===== src/rtl/twi_eep_pkg.sv =====
package twi_eep_pkg;
  typedef enum logic [3:0] {
    S_IDLE, S_DEV, S_ACK_DW, S_ACK_DR, S_WADDR, S_ACK_WA,
    S_WDATA, S_ACK_WD, S_RDATA, S_RACK
  } eng_state_t;
  localparam logic [3:0] DEV_PREFIX = 4'b1010;
endpackage


===== src/rtl/twi_line_filter.sv =====
module twi_line_filter #(
  parameter int SYNC_STAGES = 2,
  parameter int VOTE_TAPS   = 3
) (
  input  logic clk,
  input  logic rst_n,
  input  logic din,
  output logic dout
);
  logic [SYNC_STAGES-1:0] sync_q;
  logic [VOTE_TAPS-1:0]   vote_q;

  always_ff @(posedge clk or negedge rst_n) begin
    if (!rst_n) begin
      sync_q <= '1;
      vote_q <= '1;
      dout   <= 1'b1;
    end else begin
      sync_q <= {sync_q[SYNC_STAGES-2:0], din};
      vote_q <= {vote_q[VOTE_TAPS-2:0], sync_q[SYNC_STAGES-1]};
      dout   <= ($countones(vote_q) > (VOTE_TAPS / 2));
    end
  end

  // filtered output only flips toward the newest vote sample
  AST_FILTER_FOLLOWS: assert property (@(posedge clk) disable iff (!rst_n)
    !$stable(dout) |-> dout == $past(vote_q[0])) else $error("filter flip");
endmodule


===== src/rtl/twi_eep_array.sv =====
module twi_eep_array #(
  parameter int MEM_BYTES = 256,
  localparam int AW = $clog2(MEM_BYTES)
) (
  input  logic          clk,
  input  logic          we,
  input  logic [AW-1:0] addr,
  input  logic [7:0]    wdata,
  output logic [7:0]    rdata
);
  logic [7:0] mem [MEM_BYTES];

  always_ff @(posedge clk) begin
    if (we) mem[addr] <= wdata;
  end
  assign rdata = mem[addr];
endmodule


===== src/rtl/twi_write_timer.sv =====
module twi_write_timer #(
  parameter int WR_CYCLES = 600,
  localparam int CW = $clog2(WR_CYCLES + 1)
) (
  input  logic clk,
  input  logic rst_n,
  input  logic start,
  output logic busy
);
  logic [CW-1:0] cnt_q;

  always_ff @(posedge clk or negedge rst_n) begin
    if (!rst_n)            cnt_q <= '0;
    else if (start)        cnt_q <= CW'(WR_CYCLES);
    else if (cnt_q != '0)  cnt_q <= cnt_q - 1'b1;
  end
  assign busy = (cnt_q != '0);

  AST_BUSY_AFTER_START: assert property (@(posedge clk) disable iff (!rst_n)
    start |=> busy) else $error("timer did not start");
endmodule


===== src/rtl/twi_eeprom_target.sv =====
module twi_eeprom_target #(
  parameter int MEM_BYTES   = 256,
  parameter int PAGE_BYTES  = 8,
  parameter int WR_CYCLES   = 600,
  parameter int SYNC_STAGES = 2,
  parameter int VOTE_TAPS   = 3
) (
  input  logic       clk,
  input  logic       rst_n,
  input  logic       scl_in,
  input  logic       sda_in,
  input  logic [2:0] strap_addr,
  output logic       sda_oe
);
  import twi_eep_pkg::*;

  localparam int AW       = $clog2(MEM_BYTES);
  localparam int PAGE_SEL = AW - 8;
  localparam int PB       = $clog2(PAGE_BYTES);
  localparam logic [2:0] CMP_MASK = 3'(3'b111 << PAGE_SEL);

  // line conditioning
  logic [1:0] raw, filt, filt_q;
  assign raw = {scl_in, sda_in};
  for (genvar i = 0; i < 2; i++) begin : g_line
    twi_line_filter #(.SYNC_STAGES(SYNC_STAGES), .VOTE_TAPS(VOTE_TAPS)) u_filt (
      .clk(clk), .rst_n(rst_n), .din(raw[i]), .dout(filt[i]));
  end

  always_ff @(posedge clk or negedge rst_n) begin
    if (!rst_n) filt_q <= 2'b11;
    else        filt_q <= filt;
  end

  logic scl_f, sda_f, scl_p, sda_p;
  logic scl_rise, scl_fall, start_det, stop_det;
  assign scl_f     = filt[1];
  assign sda_f     = filt[0];
  assign scl_p     = filt_q[1];
  assign sda_p     = filt_q[0];
  assign scl_rise  = scl_f & ~scl_p;
  assign scl_fall  = ~scl_f & scl_p;
  assign start_det = scl_f & scl_p & sda_p & ~sda_f;
  assign stop_det  = scl_f & scl_p & ~sda_p & sda_f;

  // engine state
  eng_state_t    st;
  logic [3:0]    bitcnt;
  logic [7:0]    shreg, tx_q, rdata;
  logic [AW-1:0] addr_q;
  logic [2:0]    page_q;
  logic          wrote, mack, wr_busy, mem_we, wr_start;
  logic [2:0]    mid_bits, bidx;
  logic          dev_hit;
  logic [10:0]   wide_addr;

  assign mid_bits  = shreg[3:1];
  assign dev_hit   = (shreg[7:4] == DEV_PREFIX) &&
                     (((mid_bits ^ strap_addr) & CMP_MASK) == 3'b000);
  assign wide_addr = {page_q, shreg};
  assign bidx      = 3'(4'd7 - bitcnt);
  assign mem_we    = scl_fall && (st == S_WDATA) && (bitcnt == 4'd8);
  assign wr_start  = stop_det && wrote;

  always_ff @(posedge clk or negedge rst_n) begin
    if (!rst_n) begin
      st <= S_IDLE; bitcnt <= '0; shreg <= '0; tx_q <= '0;
      addr_q <= '0; page_q <= '0; sda_oe <= 1'b0; wrote <= 1'b0; mack <= 1'b0;
    end else if (start_det) begin
      st <= S_DEV; bitcnt <= '0; sda_oe <= 1'b0;
    end else if (stop_det) begin
      st <= S_IDLE; sda_oe <= 1'b0; wrote <= 1'b0;
    end else if (scl_rise) begin
      case (st)
        S_DEV, S_WADDR, S_WDATA: begin
          shreg  <= {shreg[6:0], sda_f};
          bitcnt <= bitcnt + 1'b1;
        end
        S_RDATA: bitcnt <= bitcnt + 1'b1;
        S_RACK:  mack   <= ~sda_f;
        default: ;
      endcase
    end else if (scl_fall) begin
      case (st)
        S_DEV: if (bitcnt == 4'd8) begin
          if (dev_hit && !wr_busy) begin
            sda_oe <= 1'b1;
            if (shreg[0]) st <= S_ACK_DR;
            else begin
              st     <= S_ACK_DW;
              page_q <= mid_bits & ~CMP_MASK;
            end
          end else st <= S_IDLE;
        end
        S_ACK_DW: begin sda_oe <= 1'b0; bitcnt <= '0; st <= S_WADDR; end
        S_WADDR: if (bitcnt == 4'd8) begin
          addr_q <= wide_addr[AW-1:0];
          sda_oe <= 1'b1;
          st     <= S_ACK_WA;
        end
        S_ACK_WA, S_ACK_WD: begin sda_oe <= 1'b0; bitcnt <= '0; st <= S_WDATA; end
        S_WDATA: if (bitcnt == 4'd8) begin
          addr_q <= {addr_q[AW-1:PB], addr_q[PB-1:0] + 1'b1};
          wrote  <= 1'b1;
          sda_oe <= 1'b1;
          st     <= S_ACK_WD;
        end
        S_ACK_DR: begin
          tx_q <= rdata; addr_q <= addr_q + 1'b1;
          sda_oe <= ~rdata[7]; bitcnt <= '0; st <= S_RDATA;
        end
        S_RDATA: begin
          if (bitcnt == 4'd8) begin sda_oe <= 1'b0; st <= S_RACK; end
          else sda_oe <= ~tx_q[bidx];
        end
        S_RACK: begin
          if (mack) begin
            tx_q <= rdata; addr_q <= addr_q + 1'b1;
            sda_oe <= ~rdata[7]; bitcnt <= '0; st <= S_RDATA;
          end else begin
            sda_oe <= 1'b0; st <= S_IDLE;
          end
        end
        default: ;
      endcase
    end
  end

  twi_eep_array #(.MEM_BYTES(MEM_BYTES)) u_array (
    .clk(clk), .we(mem_we), .addr(addr_q), .wdata(shreg), .rdata(rdata));

  twi_write_timer #(.WR_CYCLES(WR_CYCLES)) u_timer (
    .clk(clk), .rst_n(rst_n), .start(wr_start), .busy(wr_busy));

  AST_RESET_RELEASE: assert property (@(posedge clk)
    !rst_n |=> !sda_oe) else $error("drive after reset");
  AST_NACK_WHILE_BUSY: assert property (@(posedge clk) disable iff (!rst_n)
    (scl_fall && st == S_DEV && bitcnt == 4'd8 && wr_busy) |=> !sda_oe)
    else $error("acked while busy");
  AST_DRIVE_SCL_LOW: assert property (@(posedge clk) disable iff (!rst_n)
    (!$stable(sda_oe) && $past(!start_det && !stop_det)) |-> !scl_f)
    else $error("drive changed with SCL high");
  AST_PAGE_STAYS: assert property (@(posedge clk) disable iff (!rst_n)
    mem_we |=> addr_q[AW-1:PB] == $past(addr_q[AW-1:PB]))
    else $error("write left its page");
  AST_READ_ADVANCE: assert property (@(posedge clk) disable iff (!rst_n)
    (scl_fall && st == S_ACK_DR) |=> addr_q == AW'($past(addr_q) + 1'b1))
    else $error("read counter stuck");
endmodule


===== config.mk =====
export PLATFORM = sky130hd
export DESIGN_NAME = twi_eeprom_target
export DESIGN_NICKNAME = d
export VERILOG_FILES = /design/src/rtl/twi_eep_pkg.sv /design/src/rtl/twi_line_filter.sv /design/src/rtl/twi_eep_array.sv /design/src/rtl/twi_write_timer.sv /design/src/rtl/twi_eeprom_target.sv
export SDC_FILE = /design/constraint.sdc
export NUM_CORES = 2
export LEC_CHECK = 0
export BUFFER_PORTS_ARGS = -buffer_cell sky130_fd_sc_hd__buf_2
export CAP_MARGIN = 10
export CORE_MARGIN = 2
export CORE_UTILIZATION = 68
export DETAILED_ROUTE_END_ITERATION = 7
export GPL_ROUTABILITY_DRIVEN = 0
export PLACE_DENSITY = 0.84
export SLEW_MARGIN = 15
export SYNTH_ARGS = -nofsm -noshare
export SYNTH_HDL_FRONTEND = slang
export SYNTH_HIERARCHICAL = 1
export SYNTH_SLANG_ARGS = --single-unit

===== constraint.sdc =====
create_clock -name clk -period 8.9 [get_ports clk]
set_input_delay 1.335 -clock clk [delete_from_list [all_inputs] [get_ports clk]]
set_output_delay 1.335 -clock clk [all_outputs]
set_load 0.05 [all_outputs]

==> flow_metrics.env <==
export IMPL_status="finished, violations left"
export IMPL_violations="design-rule violations"
export IMPL_synth_nets=3866
export IMPL_routed_wl_um=218000
export IMPL_clk_path_buf_depth=3
export IMPL_grt_overflow=0
export IMPL_netlist_instances=3848
export IMPL_holdPathEnd="g_line[0].u_filt/vote_q[0]$_DFF_PN1_"
export IMPL_synth_seq_cells=2107
export IMPL_synth_adder_area_share=0.00181
export IMPL_slew_headroom=0.0871
export IMPL_grtUsageTotal=0.364
export IMPL_cts_tree="built"
export IMPL_post_synth_top_count_cell="edfxtp_1"
export IMPL_intPower_mw=17.7
export IMPL_pre_cts_ws_ns=3.62
export IMPL_synthTopCellsByCount="edfxtp_1 (2048), mux4_2 (514), nor2_1 (262)"
export IMPL_muxShareOfSynthArea=0.145
export IMPL_maxCapViolCount=0
export IMPL_via_per_inst=7.72
export IMPL_synth_xor_area_share=0.000966
export IMPL_synth_compound_area_share=0.0412
export IMPL_synth_flop_cell="edfxtp_1"
export IMPL_yosys_area_top_type="edfxtp_1"
export IMPL_clockRootBuffer="clkbuf_16"
export IMPL_drt_pass1_iter_count=8
export IMPL_worstPathMaxFanout=96
export IMPL_rsz0062_at_grt="no"
export IMPL_nets=3924
export IMPL_synth_edf_count=2048
export IMPL_die_h_um=350
export IMPL_avgSynthCellArea_um2=21.2
export IMPL_area_sequential_um2=63000
export IMPL_wl_per_cell_um=38.3
export IMPL_syn_to_final_growth_pct=9.80
export IMPL_first_global_vias=43419
export IMPL_tns_ns=0
export IMPL_seq_power_share=0.487
export IMPL_antenna_found_initial=14
export IMPL_period_share=0.622
export IMPL_initial_core_util=0.683
export IMPL_post_route_min_period_ns=5.54
export IMPL_r2r_end="sda_oe$_DFFE_PN0P_"
export IMPL_die_area_um2=123000
export IMPL_post_cts_buffers=0
export IMPL_clk_pin_slew_worst_paths_ns=0.06
export IMPL_ys_types=71
export IMPL_worst_slew_pin_slew_ns=1.35
export IMPL_ctsResizeCount=0
export IMPL_drc_errors=3
export IMPL_synthTopCellsByArea="edfxtp_1 (75%), mux4_2 (14%), a22oi_1 (2.4%)"
export IMPL_drtIter0Drc=8498
export IMPL_cp_required_ns=9.63
export IMPL_grt_pass1_wl_um=314000
export IMPL_fmax_ghz=0.181
export IMPL_yosys_warnings=6
export IMPL_hold_path_class="flop to flop"
export IMPL_fin_area_um2=89600
export IMPL_clockPowerShare=0.329
export IMPL_die_w_um=350
export IMPL_synth_async_reset_ratio=0.0280
export IMPL_maxSlewViolCount=0
export IMPL_ant_nets=0
export IMPL_ir_worst_vdd_v=0.000271
export IMPL_final_util=0.750
export IMPL_switching_share=0.283
export IMPL_whs_path_depth=0
export IMPL_core_um2=119000
export IMPL_setup_viol=0
export IMPL_start_kind="flop"
export IMPL_crit_reg2reg_launch="addr_q[0]$_DFFE_PN0P_"
export IMPL_worstSetupEndpointType="flop"
export IMPL_cts_sinks=2107
export IMPL_synth_simple_area_share=0.0243
export IMPL_power_switching_mw=6.98
export IMPL_drive_gt1_frac=0.237
export IMPL_clock_skew_ns=0.0288
export IMPL_synth_top_family_by_area="multiplexers"
export IMPL_ios=8
export IMPL_syn_area_um2=81600
export IMPL_critPathKind="flop to flop"
export IMPL_numCtsBuffers=194
export IMPL_setup_ws_ns=3.36
export IMPL_insertion_delay_ns=0.83
export IMPL_dpl_instance_area_um2=83500
export IMPL_rows=127
export IMPL_pwr_share_comb=0.183
export IMPL_p_per_area_nw_per_um2=275
export IMPL_worstPathArrival_ns=6.27
export IMPL_multi_input_area_um2=17500
export IMPL_hold_start="g_line[0].u_filt/sync_q[1]$_DFF_PN1_"
export IMPL_place_port_buffers=7
export IMPL_finalHoldViolations=0
export IMPL_timing_reg2reg_setup_slack_ns=3.36
export IMPL_grt_max_degree=199
export IMPL_fillers=5652
export IMPL_h_tree_depth=4
export IMPL_ff2ff_path_depth=12
export IMPL_ys_seq_area_frac=0.772
export IMPL_via_count=43943
export IMPL_postCtsHoldBufs=0
export IMPL_p_leak_nw=28.0
export IMPL_dpl_hpwl_um=110000
export IMPL_synth_top_area_share=0.754
[cell type report]
cell class / count / share of cell area
sequential: 2107 / 0.704
tap: 1612 / 0.0225
antenna: 8 / 0.000223
multi-input combinational: 1487 / 0.196
clock inverter: 112 / 0.00955
inverter: 14 / 0.000587
clock buffer: 248 / 0.0580
timing repair buffer: 102 / 0.00978
[cells by family after synthesis]
kind of cell	after synthesis
simple gates	441
flops	2107
mux	537
compound gates	488
buf+inv	254
fa+ha+maj	12
xor+xnor	9
[layout by cell type (no fill, tap or decap), types with 5 or more instances in the layout]
master	synthesis	layout
a21oi_1	142	142
a22o_1	8	8
a22oi_1	256	256
and3_1	7	7
buf_12	0	7
buf_2	38	7
buf_4	17	86
bufinv_16	0	10
clkbuf_1	148	46
clkbuf_16	0	199
clkinv_1	0	51
clkinv_2	0	34
clkinvlp_4	0	6
dfrtp_1	45	35
dfrtp_4	0	10
dfstp_2	14	14
diode_2	0	8
edfxtp_1	2048	2048
ha_1	11	11
inv_1	14	14
mux2_2	16	16
mux2i_1	6	6
mux4_2	514	514
nand2_1	45	44
nand2b_1	10	8
nand3_1	24	24
nand3b_1	5	5
nand4_1	11	11
nor2_1	262	260
nor2b_1	12	8
nor3_1	36	30
nor3_2	1	7
o21ai_0	12	12
o21ai_1	5	5
o41ai_1	34	24
o41ai_2	0	10
xnor2_1	5	5
[stage by stage]
| step | std cells | hold WS (ns) | total power [mW] |
|---|---|---|---|
| 4_1_cts | 5680 | 0.359 | 24.6 |
| 6_report | 5690 | 0.355 | 24.6 |
| 2_1_floorplan | 3848 | 0.345 | 15.3 |
| 3_5_place_dp | 5320 | 0.348 | 16.5 |
| 3_3_place_gp | 5318 | 0.347 | 16.3 |
| 5_1_grt | 5682 | 0.357 | 25.1 |
[routing by layer]
metal,up-vias,share of wire,GRT usage
met3,955,0.14,0.106
li1,16298,-,-
met1,22330,0.32,0.485
met5,-,0.00074,0.00314
met4,18,0.068,0.195
met2,4342,0.47,0.555
[flip-flops by register name, indices dropped and copies added, names as in the netlist]
register / count
g_line.u_filt/dout: 2
wrote: 1
filt_q: 2
u_array/mem: 2048
shreg: 8
tx_q: 8
addr_q: 8
u_timer/cnt_q: 10
g_line.u_filt/vote_q: 6
sda_oe: 1
bitcnt: 4
mack: 1
g_line.u_filt/sync_q: 4
st: 4
[worst max-delay path by stage]
| stage | from | to | slack (ns) | depth (start not counted) |
|---|---|---|---|---|
| after floorplan | shreg[5]$_DFFE_PN0P_ | sda_oe$_DFFE_PN0P_ | 3.98 | 5 |
| after global placement | addr_q[0]$_DFFE_PN0P_ | sda_oe$_DFFE_PN0P_ | 3.75 | 12 |
| after detailed placement | addr_q[0]$_DFFE_PN0P_ | sda_oe$_DFFE_PN0P_ | 3.62 | 12 |
| after CTS | addr_q[0]$_DFFE_PN0P_ | sda_oe$_DFFE_PN0P_ | 3.50 | 12 |
| after global routing | addr_q[0]$_DFFE_PN0P_ | sda_oe$_DFFE_PN0P_ | 3.13 | 12 |
| final | addr_q[0]$_DFFE_PN0P_ | sda_oe$_DFFE_PN0P_ | 3.36 | 12 |
[power groups by stage]
stage          Combinational [mW]  Sequential (mW)  Clock, mW
3_5_place_dp                 4.24             12.2          0
3_3_place_gp                 4.12             12.2          0
5_1_grt                      4.68             12.0       8.44
2_1_floorplan                2.92             12.4          0
4_1_cts                      4.38             12.0       8.14
6_report                     4.52             12.0       8.11
[worst max-delay path: stages, from the launching register on]
cell,delay [ns]
dfrtp_4,1.03
buf_4,0.50
buf_12,0.55
mux4_2,0.65
a22oi_1,0.27
a21oi_1,0.15
o41ai_1,0.68
buf_4,0.25
nand4_1,0.35
o22ai_1,0.31
o21ai_0,0.10
and3_1,0.18
o211ai_1,0.16
Note: power is estimated with default switching activity, not from simulation.
